`config.mk`:
```
export PLATFORM = sky130hd
export DESIGN_NAME = link_speed_seq
export DESIGN_NICKNAME = d
export VERILOG_FILES = /design/src/rtl/lss_pkg.sv /design/src/rtl/lss_timer.sv /design/src/rtl/lss_bus_master.sv /design/src/rtl/link_speed_seq.sv
export SDC_FILE = /design/constraint.sdc
export NUM_CORES = 1
export LEC_CHECK = 0
export BUFFER_PORTS_ARGS = -buffer_cell sky130_fd_sc_hd__buf_2
export CORE_AREA = 2 2 85 128
export DETAILED_ROUTE_END_ITERATION = 10
export DIE_AREA = 0 0 87 130
export PLACE_DENSITY = 0.75
export SYNTH_ARGS = -nofsm -noshare
export SYNTH_HDL_FRONTEND = slang
export SYNTH_SLANG_ARGS = --single-unit
```
`constraint.sdc`:
```
create_clock -name clk -period 2.1 [get_ports clk]
set_input_delay 0.21 -clock clk [delete_from_list [all_inputs] [get_ports clk]]
set_output_delay 0.21 -clock clk [all_outputs]
set_load 0.1 [all_outputs]
```
`src/rtl/lss_pkg.sv`:
```
package lss_pkg;

   typedef enum logic [3:0] {
      S_IDLE,
      S_CAP_RD,
      S_CAP_WR,
      S_LINK,
      S_UP_RD,
      S_UP_WR,
      S_CHG_RD,
      S_CHG_WR,
      S_POLL_RD,
      S_GAP,
      S_CONFIRM,
      S_STAT_RD,
      S_FAIL
   } lss_state_e;

   localparam int SPD_FIELD_W = 4;

   function automatic logic is_access(lss_state_e s);
      return (s == S_CAP_RD) || (s == S_CAP_WR) || (s == S_UP_RD) ||
             (s == S_UP_WR)  || (s == S_CHG_RD) || (s == S_CHG_WR) ||
             (s == S_POLL_RD) || (s == S_STAT_RD);
   endfunction

   function automatic logic is_write(lss_state_e s);
      return (s == S_CAP_WR) || (s == S_UP_WR) || (s == S_CHG_WR);
   endfunction

endpackage

```
`src/rtl/lss_timer.sv`:
```
module lss_timer #(
   parameter int LIMIT = 16
) (
   input  logic clk,
   input  logic rst_n,
   input  logic clr,
   input  logic en,
   output logic hit
);
   localparam int CW = (LIMIT < 2) ? 1 : $clog2(LIMIT + 1);

   generate
      if (LIMIT < 1) begin : g_bad_limit
         $error("lss_timer: LIMIT must be at least 1");
      end
   endgenerate

   logic [CW-1:0] cnt;

   always_ff @(posedge clk or negedge rst_n) begin
      if (!rst_n)       cnt <= '0;
      else if (clr)     cnt <= '0;
      else if (en)      cnt <= cnt + 1'b1;
   end

   assign hit = en && (cnt == CW'(LIMIT - 1));

endmodule

```
`src/rtl/lss_bus_master.sv`:
```
module lss_bus_master #(
   parameter int AW = 12,
   parameter int DW = 32
) (
   input  logic          clk,
   input  logic          rst_n,
   input  logic          go,
   input  logic          go_we,
   input  logic [AW-1:0] go_addr,
   input  logic [DW-1:0] go_wdata,
   output logic          busy,
   output logic          fin,
   output logic          reg_req,
   output logic          reg_we,
   output logic [AW-1:0] reg_addr,
   output logic [DW-1:0] reg_wdata,
   input  logic          reg_ack
);

   always_ff @(posedge clk or negedge rst_n) begin
      if (!rst_n) begin
         busy      <= 1'b0;
         reg_we    <= 1'b0;
         reg_addr  <= '0;
         reg_wdata <= '0;
      end else if (go && !busy) begin
         busy      <= 1'b1;
         reg_we    <= go_we;
         reg_addr  <= go_addr;
         reg_wdata <= go_wdata;
      end else if (busy && reg_ack) begin
         busy      <= 1'b0;
      end
   end

   assign reg_req = busy;
   assign fin     = busy && reg_ack;

   // request fields hold until acknowledged
   p_req_hold_r12: assert property (@(posedge clk) disable iff (!rst_n)
      (reg_req && !reg_ack) |=> (reg_req && $stable(reg_addr) &&
                                 $stable(reg_wdata) && $stable(reg_we)));

   // a finished access leaves the port idle for a cycle
   p_one_access_r12: assert property (@(posedge clk) disable iff (!rst_n)
      (reg_req && reg_ack) |=> !reg_req);

endmodule

```
`src/rtl/link_speed_seq.sv`:
```
module link_speed_seq
   import lss_pkg::*;
#(
   parameter int          AW            = 12,
   parameter int          DW            = 32,
   parameter logic [11:0] CAP_ADDR      = 12'h010,
   parameter logic [11:0] SPD_ADDR      = 12'h014,
   parameter logic [11:0] STAT_ADDR     = 12'h018,
   parameter int          CHG_BIT       = 17,
   parameter int          STAT_LSB      = 16,
   parameter int          LINK_WAIT_CYC = 4096,
   parameter int          POLL_TRIES    = 200,
   parameter int          POLL_GAP_CYC  = 256,
   parameter int          SKIP_SRC      = 0
) (
   input  logic                   clk,
   input  logic                   rst_n,
   input  logic                   start,
   input  logic [1:0]             tgt_gen,
   input  logic                   skip_poll,
   input  logic                   link_up,
   output logic                   train_en,
   output logic                   reg_req,
   output logic                   reg_we,
   output logic [AW-1:0]          reg_addr,
   output logic [DW-1:0]          reg_wdata,
   input  logic [DW-1:0]          reg_rdata,
   input  logic                   reg_ack,
   output logic                   done,
   output logic                   error,
   output logic [SPD_FIELD_W-1:0] neg_speed,
   output logic                   phy_rx_rst_req
);

   localparam int TW = (POLL_TRIES < 2) ? 1 : $clog2(POLL_TRIES + 1);
   localparam logic [DW-1:0] CHG_MASK = {{(DW-1){1'b0}}, 1'b1} << CHG_BIT;
   localparam logic [AW-1:0] A_CAP  = AW'(CAP_ADDR);
   localparam logic [AW-1:0] A_SPD  = AW'(SPD_ADDR);
   localparam logic [AW-1:0] A_STAT = AW'(STAT_ADDR);
   localparam logic [SPD_FIELD_W-1:0] GEN1 = SPD_FIELD_W'(1);
   localparam logic [SPD_FIELD_W-1:0] GEN2 = SPD_FIELD_W'(2);

   generate
      if (DW < STAT_LSB + SPD_FIELD_W) begin : g_bad_stat
         $error("link_speed_seq: status field beyond data width");
      end
      if (CHG_BIT < SPD_FIELD_W || CHG_BIT >= DW) begin : g_bad_chg
         $error("link_speed_seq: CHG_BIT out of range");
      end
      if (AW < 1 || AW > 12) begin : g_bad_aw
         $error("link_speed_seq: AW must be 1..12");
      end
      if (POLL_TRIES < 1 || POLL_GAP_CYC < 1 || LINK_WAIT_CYC < 1) begin : g_bad_cnt
         $error("link_speed_seq: counts must be at least 1");
      end
      if (SKIP_SRC < 0 || SKIP_SRC > 2) begin : g_bad_skip
         $error("link_speed_seq: SKIP_SRC must be 0, 1 or 2");
      end
   endgenerate

   lss_state_e    state;
   logic          tgt2_q;
   logic          skip_q;
   logic          skip_eff;
   logic [TW-1:0] tries;
   logic [DW-1:0] rd_q;

   logic          go, go_we, busy, fin;
   logic [AW-1:0] go_addr;
   logic [DW-1:0] go_wdata;

   logic          link_wait, link_hit, gap_hit;

   // variant selection for the self-clear poll
   generate
      if (SKIP_SRC == 0) begin : g_skip_pin
         assign skip_eff = skip_q;
      end else if (SKIP_SRC == 1) begin : g_skip_never
         assign skip_eff = 1'b0;
      end else begin : g_skip_always
         assign skip_eff = 1'b1;
      end
   endgenerate

   // access command decode
   assign go    = is_access(state) && !busy;
   assign go_we = is_write(state);

   always_comb begin
      go_addr  = A_CAP;
      go_wdata = '0;
      case (state)
         S_CAP_WR:  go_wdata = {rd_q[DW-1:SPD_FIELD_W], GEN1};
         S_UP_WR:   go_wdata = {rd_q[DW-1:SPD_FIELD_W], GEN2};
         S_CHG_RD,
         S_POLL_RD: go_addr  = A_SPD;
         S_CHG_WR: begin
            go_addr  = A_SPD;
            go_wdata = rd_q | CHG_MASK;
         end
         S_STAT_RD: go_addr  = A_STAT;
         default:   go_addr  = A_CAP;
      endcase
   end

   lss_bus_master #(.AW(AW), .DW(DW)) u_bus (
      .clk       (clk),
      .rst_n     (rst_n),
      .go        (go),
      .go_we     (go_we),
      .go_addr   (go_addr),
      .go_wdata  (go_wdata),
      .busy      (busy),
      .fin       (fin),
      .reg_req   (reg_req),
      .reg_we    (reg_we),
      .reg_addr  (reg_addr),
      .reg_wdata (reg_wdata),
      .reg_ack   (reg_ack)
   );

   assign link_wait = (state == S_LINK) || (state == S_CONFIRM);

   lss_timer #(.LIMIT(LINK_WAIT_CYC)) u_link_tmr (
      .clk   (clk),
      .rst_n (rst_n),
      .clr   (!link_wait),
      .en    (link_wait && !link_up),
      .hit   (link_hit)
   );

   lss_timer #(.LIMIT(POLL_GAP_CYC)) u_gap_tmr (
      .clk   (clk),
      .rst_n (rst_n),
      .clr   (state != S_GAP),
      .en    (state == S_GAP),
      .hit   (gap_hit)
   );

   // sequencer
   always_ff @(posedge clk or negedge rst_n) begin
      if (!rst_n) begin
         state          <= S_IDLE;
         tgt2_q         <= 1'b0;
         skip_q         <= 1'b0;
         tries          <= '0;
         rd_q           <= '0;
         train_en       <= 1'b0;
         done           <= 1'b0;
         error          <= 1'b0;
         neg_speed      <= '0;
         phy_rx_rst_req <= 1'b0;
      end else begin
         done           <= 1'b0;
         phy_rx_rst_req <= 1'b0;
         case (state)
            S_IDLE: if (start) begin
               state    <= S_CAP_RD;
               tgt2_q   <= (tgt_gen == 2'd2);
               skip_q   <= skip_poll;
               tries    <= '0;
               error    <= 1'b0;
               train_en <= 1'b0;
            end
            S_CAP_RD: if (fin) begin
               rd_q  <= reg_rdata;
               state <= S_CAP_WR;
            end
            S_CAP_WR: if (fin) begin
               train_en <= 1'b1;
               state    <= S_LINK;
            end
            S_LINK: begin
               if (link_up)       state <= tgt2_q ? S_UP_RD : S_STAT_RD;
               else if (link_hit) state <= S_FAIL;
            end
            S_UP_RD: if (fin) begin
               rd_q  <= reg_rdata;
               state <= S_UP_WR;
            end
            S_UP_WR: if (fin) state <= S_CHG_RD;
            S_CHG_RD: if (fin) begin
               rd_q  <= reg_rdata;
               state <= S_CHG_WR;
            end
            S_CHG_WR: if (fin) state <= skip_eff ? S_CONFIRM : S_POLL_RD;
            S_POLL_RD: if (fin) begin
               if (!reg_rdata[CHG_BIT])             state <= S_CONFIRM;
               else if (tries == TW'(POLL_TRIES-1)) state <= S_FAIL;
               else begin
                  tries <= tries + 1'b1;
                  state <= S_GAP;
               end
            end
            S_GAP: if (gap_hit) state <= S_POLL_RD;
            S_CONFIRM: begin
               if (link_up)       state <= S_STAT_RD;
               else if (link_hit) state <= S_FAIL;
            end
            S_STAT_RD: if (fin) begin
               neg_speed <= reg_rdata[STAT_LSB +: SPD_FIELD_W];
               done      <= 1'b1;
               state     <= S_IDLE;
            end
            S_FAIL: begin
               error          <= 1'b1;
               phy_rx_rst_req <= 1'b1;
               train_en       <= 1'b0;
               state          <= S_IDLE;
            end
            default: state <= S_IDLE;
         endcase
      end
   end

   // training turns on only after a gen1 cap write was acknowledged
   p_train_after_cap_r2: assert property (@(posedge clk) disable iff (!rst_n)
      $rose(train_en) |-> $past(reg_ack && reg_we && reg_addr == A_CAP &&
                                reg_wdata[SPD_FIELD_W-1:0] == GEN1));

   // done lasts one cycle
   p_done_pulse_r10: assert property (@(posedge clk) disable iff (!rst_n)
      done |=> !done);

   // error is sticky until a new start
   p_err_hold_r10: assert property (@(posedge clk) disable iff (!rst_n)
      (error && !start) |=> error);

   // success and failure are exclusive
   p_done_excl_r10: assert property (@(posedge clk) disable iff (!rst_n)
      done |-> !error);

   // reset request comes with error and training off
   p_rst_with_err_r8: assert property (@(posedge clk) disable iff (!rst_n)
      phy_rx_rst_req |-> (error && !train_en));

   // reported speed is the field of the final status read
   p_speed_src_r7: assert property (@(posedge clk) disable iff (!rst_n)
      done |-> ($past(reg_ack && !reg_we && reg_addr == A_STAT) &&
                neg_speed == $past(reg_rdata[STAT_LSB +: SPD_FIELD_W])));

   // a speed-change request is only written while the link is up
   p_chg_with_link_r3: assert property (@(posedge clk) disable iff (!rst_n)
      (reg_req && reg_we && reg_addr == A_SPD) |-> train_en);

endmodule

```
==> metrics, run 1 <==
Die X=87 um; FF+latch count, synth=113; critical path arrival=2.32 ns; CTS tree=done; Avg Vias per Cell=5.592; Avg WL per Cell=16.62 um; Seq/Total Area, Yosys=56.20%; I/O pins=94; initial antenna violation count=0; f_max=0.5087 GHz; Die Area=11310 um2; Internal=5.983 mW; Worst Clk Skew=0.01007 ns; share of layout cells above drive strength 1=33.57%; Fin. Hold Viols=0; Syn Std Cell Area=5031 um2; sw power=4.841 mW; Slew Limit Fails=0; Yosys cell types=52; total global-route track usage=20.77%; Comb power frac=44.4%; P_leak=2.996 nW; clock latency on the worst-skew pair=0.42 ns; final core utilization=61.45%; GRT overflow=0; main flop type after synthesis=dfrtp_1; synth top area cells=dfrtp_1 (56%), mux2_2 (7.8%), a22o_1 (5.0%); vias in the first global route=3736; number of synthesized flops with an enable pin=0; Max Root-Sink Buffers=2; DRC=0; root buf cell=clkbuf_16; Final Setup Violations=0; Core Region=10300 um2; status=completed; P&R area growth vs syn=25.84%; power share of the clock group=25.6%; Routed WL=11250 um; GPL Wtd Cong=0.8684; Worst Max-Slew Pin Slew=0.5512 ns; sequential share of power=30.0%; Reg clk slew, reported paths=0.06 ns; Fin Hold WS=0.02386 ns; largest net degree at the start of global routing=41; first-pass GRT wire length=18030 um; Die H=130 um; initial DRC count=133; hpwl dp=7813 um; Async SR Flop Fraction=100.0%; Sw Ratio=44.73%; ANT nets after route=0; Starting Density=48.83%; IO Port Bufs=84; Critical Path RT=2.45 ns; cell taking the most area after synthesis=dfrtp_1; H-tree levels=4; Pre-Repair DR Iteration Count=4; Slew headroom=63.26%; crit path max fanout=28; Syn Inst Count=435; Worst VDD drop=1148 uV; fin crit period=1.966 ns; Mean Syn Cell Area=11.57 um2; commonest non-fill, non-tap cell in the layout=dfrtp_1; # nets final=588; worst hold path class=input pin to flop; Max Cap Viol=0; most frequent cells in the layout=dfrtp_1 (112), buf_2 (83), mux2_2 (35); Synth warnings=0; CTS buffer count=17; Power Dens Cells=1710 nW/um2; final worst-path cycle share=93.60%; Startpoint Class=flop; Synth top area share=56.20%; Worst Setup End Kind=flop; std cell rows=46; WS Path Type=flop to flop; Ant. Diodes=0; routed vias=3786; Clock Sinks=113
power by group through the flow:
| stage | sequential, mW | combinational (mW) | clock, mW |
|---|---|---|---|
| after CTS | 3.24 | 4.79 | 2.81 |
| after floorplan | 4.82 | 2.07 | 0 |
| after detailed placement | 3.27 | 4.77 | 0 |
| after global routing | 3.32 | 5.08 | 2.92 |
| final | 3.25 | 4.80 | 2.77 |
| after global placement | 3.24 | 4.69 | 0 |
synthesized netlist by cell type, types with 10 or more instances:
library cell	count
xor2_1	11
buf_4	10
nor2_1	31
a21oi_1	17
a22o_1	29
nand3_1	11
nand2_1	27
o21ai_0	19
mux2_2	35
dfrtp_1	113
buf_2	12
final cells by class:
type                       count  area (um2)
multi-input combinational    292        2046
clock inverter                15       150.1
timing repair buffer         112       700.7
sequential                   113        2829
fill                         818        3971
clock buffer                  17       425.4
tap                          120       150.1
inverter                       8       30.03
critical path, stage by stage, from the launching register on:
cell and delay [ns]:
dfrtp_1 0.52, inv_1 0.21, nor2_1 0.40, mux2i_1 0.20
nor3_4 0.19, buf_12 0.21, a22o_1 0.16
flip-flops by register name (all words and copies together) (netlist names):
signal           flops
done                 1
error                1
neg_speed            4
phy_rx_rst_req       1
rd_q                32
skip_eff             1
state                4
tgt2_q               1
train_en             1
tries                8
u_bus.busy           1
u_bus.reg_addr       3
u_bus.reg_wdata     32
u_bus.reg_we         1
u_gap_tmr.cnt        9
u_link_tmr.cnt      13
layer usage:
metal / share of wire (%) / routed length (um) / global-route usage [%]
met5: 0 / 0 / 0
met4: 2.3 / 256 / 9.283
met3: 5.0 / 562 / 6.768
met2: 53 / 5955 / 35.07
met1: 40 / 4476 / 23.83
stage by stage:
stage	setup WS [ns]	std cells	setup TNS [ns]	power [mW]	area, um2
CTS	0.05920	677	0	10.85	6315
detailed placement	0.09330	643	0	8.047	5719
global placement	0.1190	643	0	7.926	5719
floorplan	0.02552	443	0	6.894	5062
finish	0.1343	677	0	10.82	6331
global route	-0.007316	677	-0.01110	11.32	6331
path summary, 6_finish.rpt:
path	end	slack [ns]	cells after the start	from
hold / removal	rd_q[4]$_DFFE_PN0P_	0.02	2	reg_rdata[4]
min in group asynchronous	u_link_tmr.cnt[8]$_DFFE_PN0P_	0.33	2	rst_n
max in group asynchronous	rd_q[7]$_DFFE_PN0P_	1.16	3	rst_n
setup reg to reg	u_bus.reg_wdata[8]$_DFFE_PN0P_	0.13	6	state[1]$_DFFE_PN0P_
hold reg to reg	u_gap_tmr.cnt[0]$_DFF_PN0_	0.46	1	u_gap_tmr.cnt[0]$_DFF_PN0_
setup / recovery	u_bus.reg_wdata[8]$_DFFE_PN0P_	0.13	6	state[1]$_DFFE_PN0P_
timing repair:
item,in CTS,in global routing
setup endpoints to repair,0,6
gates resized for setup,0,3
endpoints found under the hold margin,38,0
hold buffers,2,0
setup buffers,0,0
cell families (layout without fill, tap and decap cells):
| logic type | count (synthesis) | in the layout | synth area share (%) |
|---|---|---|---|
| and+or+nand+nor | 125 | 125 | 13.21 |
| DFF | 113 | 113 | 56.20 |
| AOI/OAI and AO/OA | 96 | 96 | 13.33 |
| muxes | 41 | 41 | 9.053 |
| buffers and inverters | 38 | 152 | 4.178 |
| xor gates and xnor gates | 17 | 17 | 2.959 |
| adders and majority gates | 4 | 4 | 0.9948 |
| other | 1 | 9 | 0.07454 |
No activity file was read; power rests on OpenSTA's default activity.
==> run 2: changes to the inputs <==
PLACE_DENSITY = 0.74   (was 0.75)
==> run 2 against run 1 <==
Against the previous run:
- utilization shrank 0.085 points
- cell count down 0.59%
- flip-flop and latch count stayed put
- clock skew shrank 0.0032 ns
- power is 0.75% higher
- critical path type unchanged
==> metrics, run 2 (same netlist as run 1, synthesis figures left out) <==
Routed WL=11100 um; crit path max fanout=5; first-pass GRT wire length=18530 um; most frequent cells in the layout=dfrtp_1 (111), buf_2 (83), mux2_2 (35); Avg WL per Cell=16.49 um; Worst Max-Slew Pin Slew=0.6107 ns; sequential share of power=29.7%; Setup crit end=state[3]$_DFFE_PN0P_; Starting Density=48.83%; Critical Path RT=2.39 ns; Fill cells=793; unrepaired setup endpoints after global routing=true; share of layout cells above drive strength 1=33.45%; Clock Sinks=113; Core Region=10300 um2; I/O pins=94; H-tree levels=4; P&R area growth vs syn=25.67%; root buf cell=clkbuf_16; Placed Area=5672 um2; Sequential Area=2830 um2; Die H=130 um; Slew headroom=59.29%; Die X=87 um; critical path arrival=2.25 ns; hpwl dp=7522 um; CP Launch Point=u_gap_tmr.cnt[0]$_DFF_PN0_; Max Cap Viol=0; std cell rows=46; Reg-to-Reg Start=u_gap_tmr.cnt[0]$_DFF_PN0_; Top Layer Used=met4; ANT nets after route=0; Final Setup Violations=0; P_leak=2.987 nW; DR WL met2=5875 um; routed vias=3772; Pre-Repair DR Iteration Count=4; clock latency on the worst-skew pair=0.41 ns; final worst-path cycle share=93.34%; largest net degree at the start of global routing=48; total global-route track usage=21.02%; Worst R2R End=state[3]$_DFFE_PN0P_; Worst R2R Setup Slack=0.14 ns; Slew Limit Fails=0; final core utilization=61.37%; hold wc startpoint=reg_ack; Startpoint Class=flop; # nets final=584; M1 wire length=4436 um; f_max=0.5102 GHz; Worst Clk Skew=0.006921 ns; Power Dens Cells=1725 nW/um2; initial antenna violation count=0; GPL Wtd Cong=0.8693; Ant. Diodes=0; worst hold path class=input pin to flop; Fin. Hold Viols=0; DRC=0; Sw Ratio=43.48%; power share of the clock group=26.8%; fin crit period=1.960 ns; GRT overflow=0; WS Path Type=flop to flop; Worst VDD drop=1167 uV; sw power=4.741 mW; Worst Setup End Kind=flop; CTS buffer count=17; Final Cell Area=6322 um2; Multi-input gate area=2066 um2; initial DRC count=211; Largest regs=rd_q: 32 flops, u_bus.reg_wdata: 32 flops, u_link_tmr.cnt: 13 flops; Max Root-Sink Buffers=2; Die Area=11310 um2; Avg Vias per Cell=5.605; vias in the first global route=3907; commonest non-fill, non-tap cell in the layout=dfrtp_1; Comb power frac=43.5%; Internal=6.164 mW; worst r2r path cells=9; status=completed; met3 wire len=644 um; IO Port Bufs=84; Reg clk slew, reported paths=0.05 ns; CTS tree=done
-- run 2: cell count changes in the layout (fill, tap and decap cells not counted), sizes merged --
cell	before	now
inv	15	10
buf	110	107
bufinv	1	3
clkbuf	17	19
clkinvlp	3	5
clkinv	4	3
dlygate4sd3	2	1
-- run 2: repair_timing --
item,4_1_cts,5_1_grt
resized for setup,0,9
setup endpoints to repair,0,9
endpoints found under the hold margin,43,0
hold buffers,1,0
buffers inserted,0,0
-- run 2: routing by layer --
layer | vias to the layer above | GRT usage, %
met2 | 110 | 35.38
met3 | 12 | 6.768
met5 | - | 0
met1 | 1899 | 25.28
li1 | 1751 | -
met4 | 0 | 7.261
-- run 2: area by class of cell --
type                    count  area share, %
well taps                 120          2.375
clock inverters            13          2.533
clock buffers              19          7.006
repair buffers            108          10.17
inverters                   8         0.4750
multi-input cells         292          32.67
flip-flops and latches    113          44.77
-- run 2: worst min-delay path by stage --
stage	to	slack, ns	cells after the start
floorplan	done$_DFF_PN0_	-0.09	0
global placement	u_link_tmr.cnt[12]$_DFFE_PN0P_	0.26	1
finish	u_bus.busy$_DFFE_PN0P_	0.01	2
detailed placement	u_link_tmr.cnt[9]$_DFFE_PN0P_	0.27	1
global route	rd_q[10]$_DFFE_PN0P_	0.01	2
CTS	u_bus.busy$_DFFE_PN0P_	0.004	2
-- run 2: critical path, cell delays in order, from the launching register on --
cell,delay (ns)
dfrtp_1,0.36
ha_1,0.19
nand3_1,0.10
nor2_1,0.11
ha_1,0.14
and3b_1,0.16
o21a_1,0.23
a31oi_4,0.21
o21ai_0,0.12
a32o_1,0.22
-- run 2: through the flow --
| step | cells | worst slack [ns] | power [mW] | hold WS (ns) | TNS, ns |
|---|---|---|---|---|---|
| 6_report | 673 | 0.1398 | 10.91 | 0.01404 | 0 |
| 5_1_grt | 673 | -0.02106 | 11.44 | 0.01142 | -0.02267 |
| 4_1_cts | 673 | 0.01617 | 10.88 | 0.003572 | 0 |
| 3_5_place_dp | 640 | 0.04279 | 7.911 | 0.2664 | 0 |
| 3_3_place_gp | 640 | 0.09055 | 7.801 | 0.2557 | 0 |
| 2_1_floorplan | 443 | 0.02552 | 6.894 | -0.08559 | 0 |
-- run 2: power by group through the flow --
stage / combinational, mW / sequential, mW / clock (mW)
2_1_floorplan: 2.07 / 4.82 / 0
3_5_place_dp: 4.66 / 3.25 / 0
6_report: 4.75 / 3.24 / 2.92
5_1_grt: 5.05 / 3.32 / 3.07
3_3_place_gp: 4.58 / 3.23 / 0
4_1_cts: 4.68 / 3.23 / 2.97
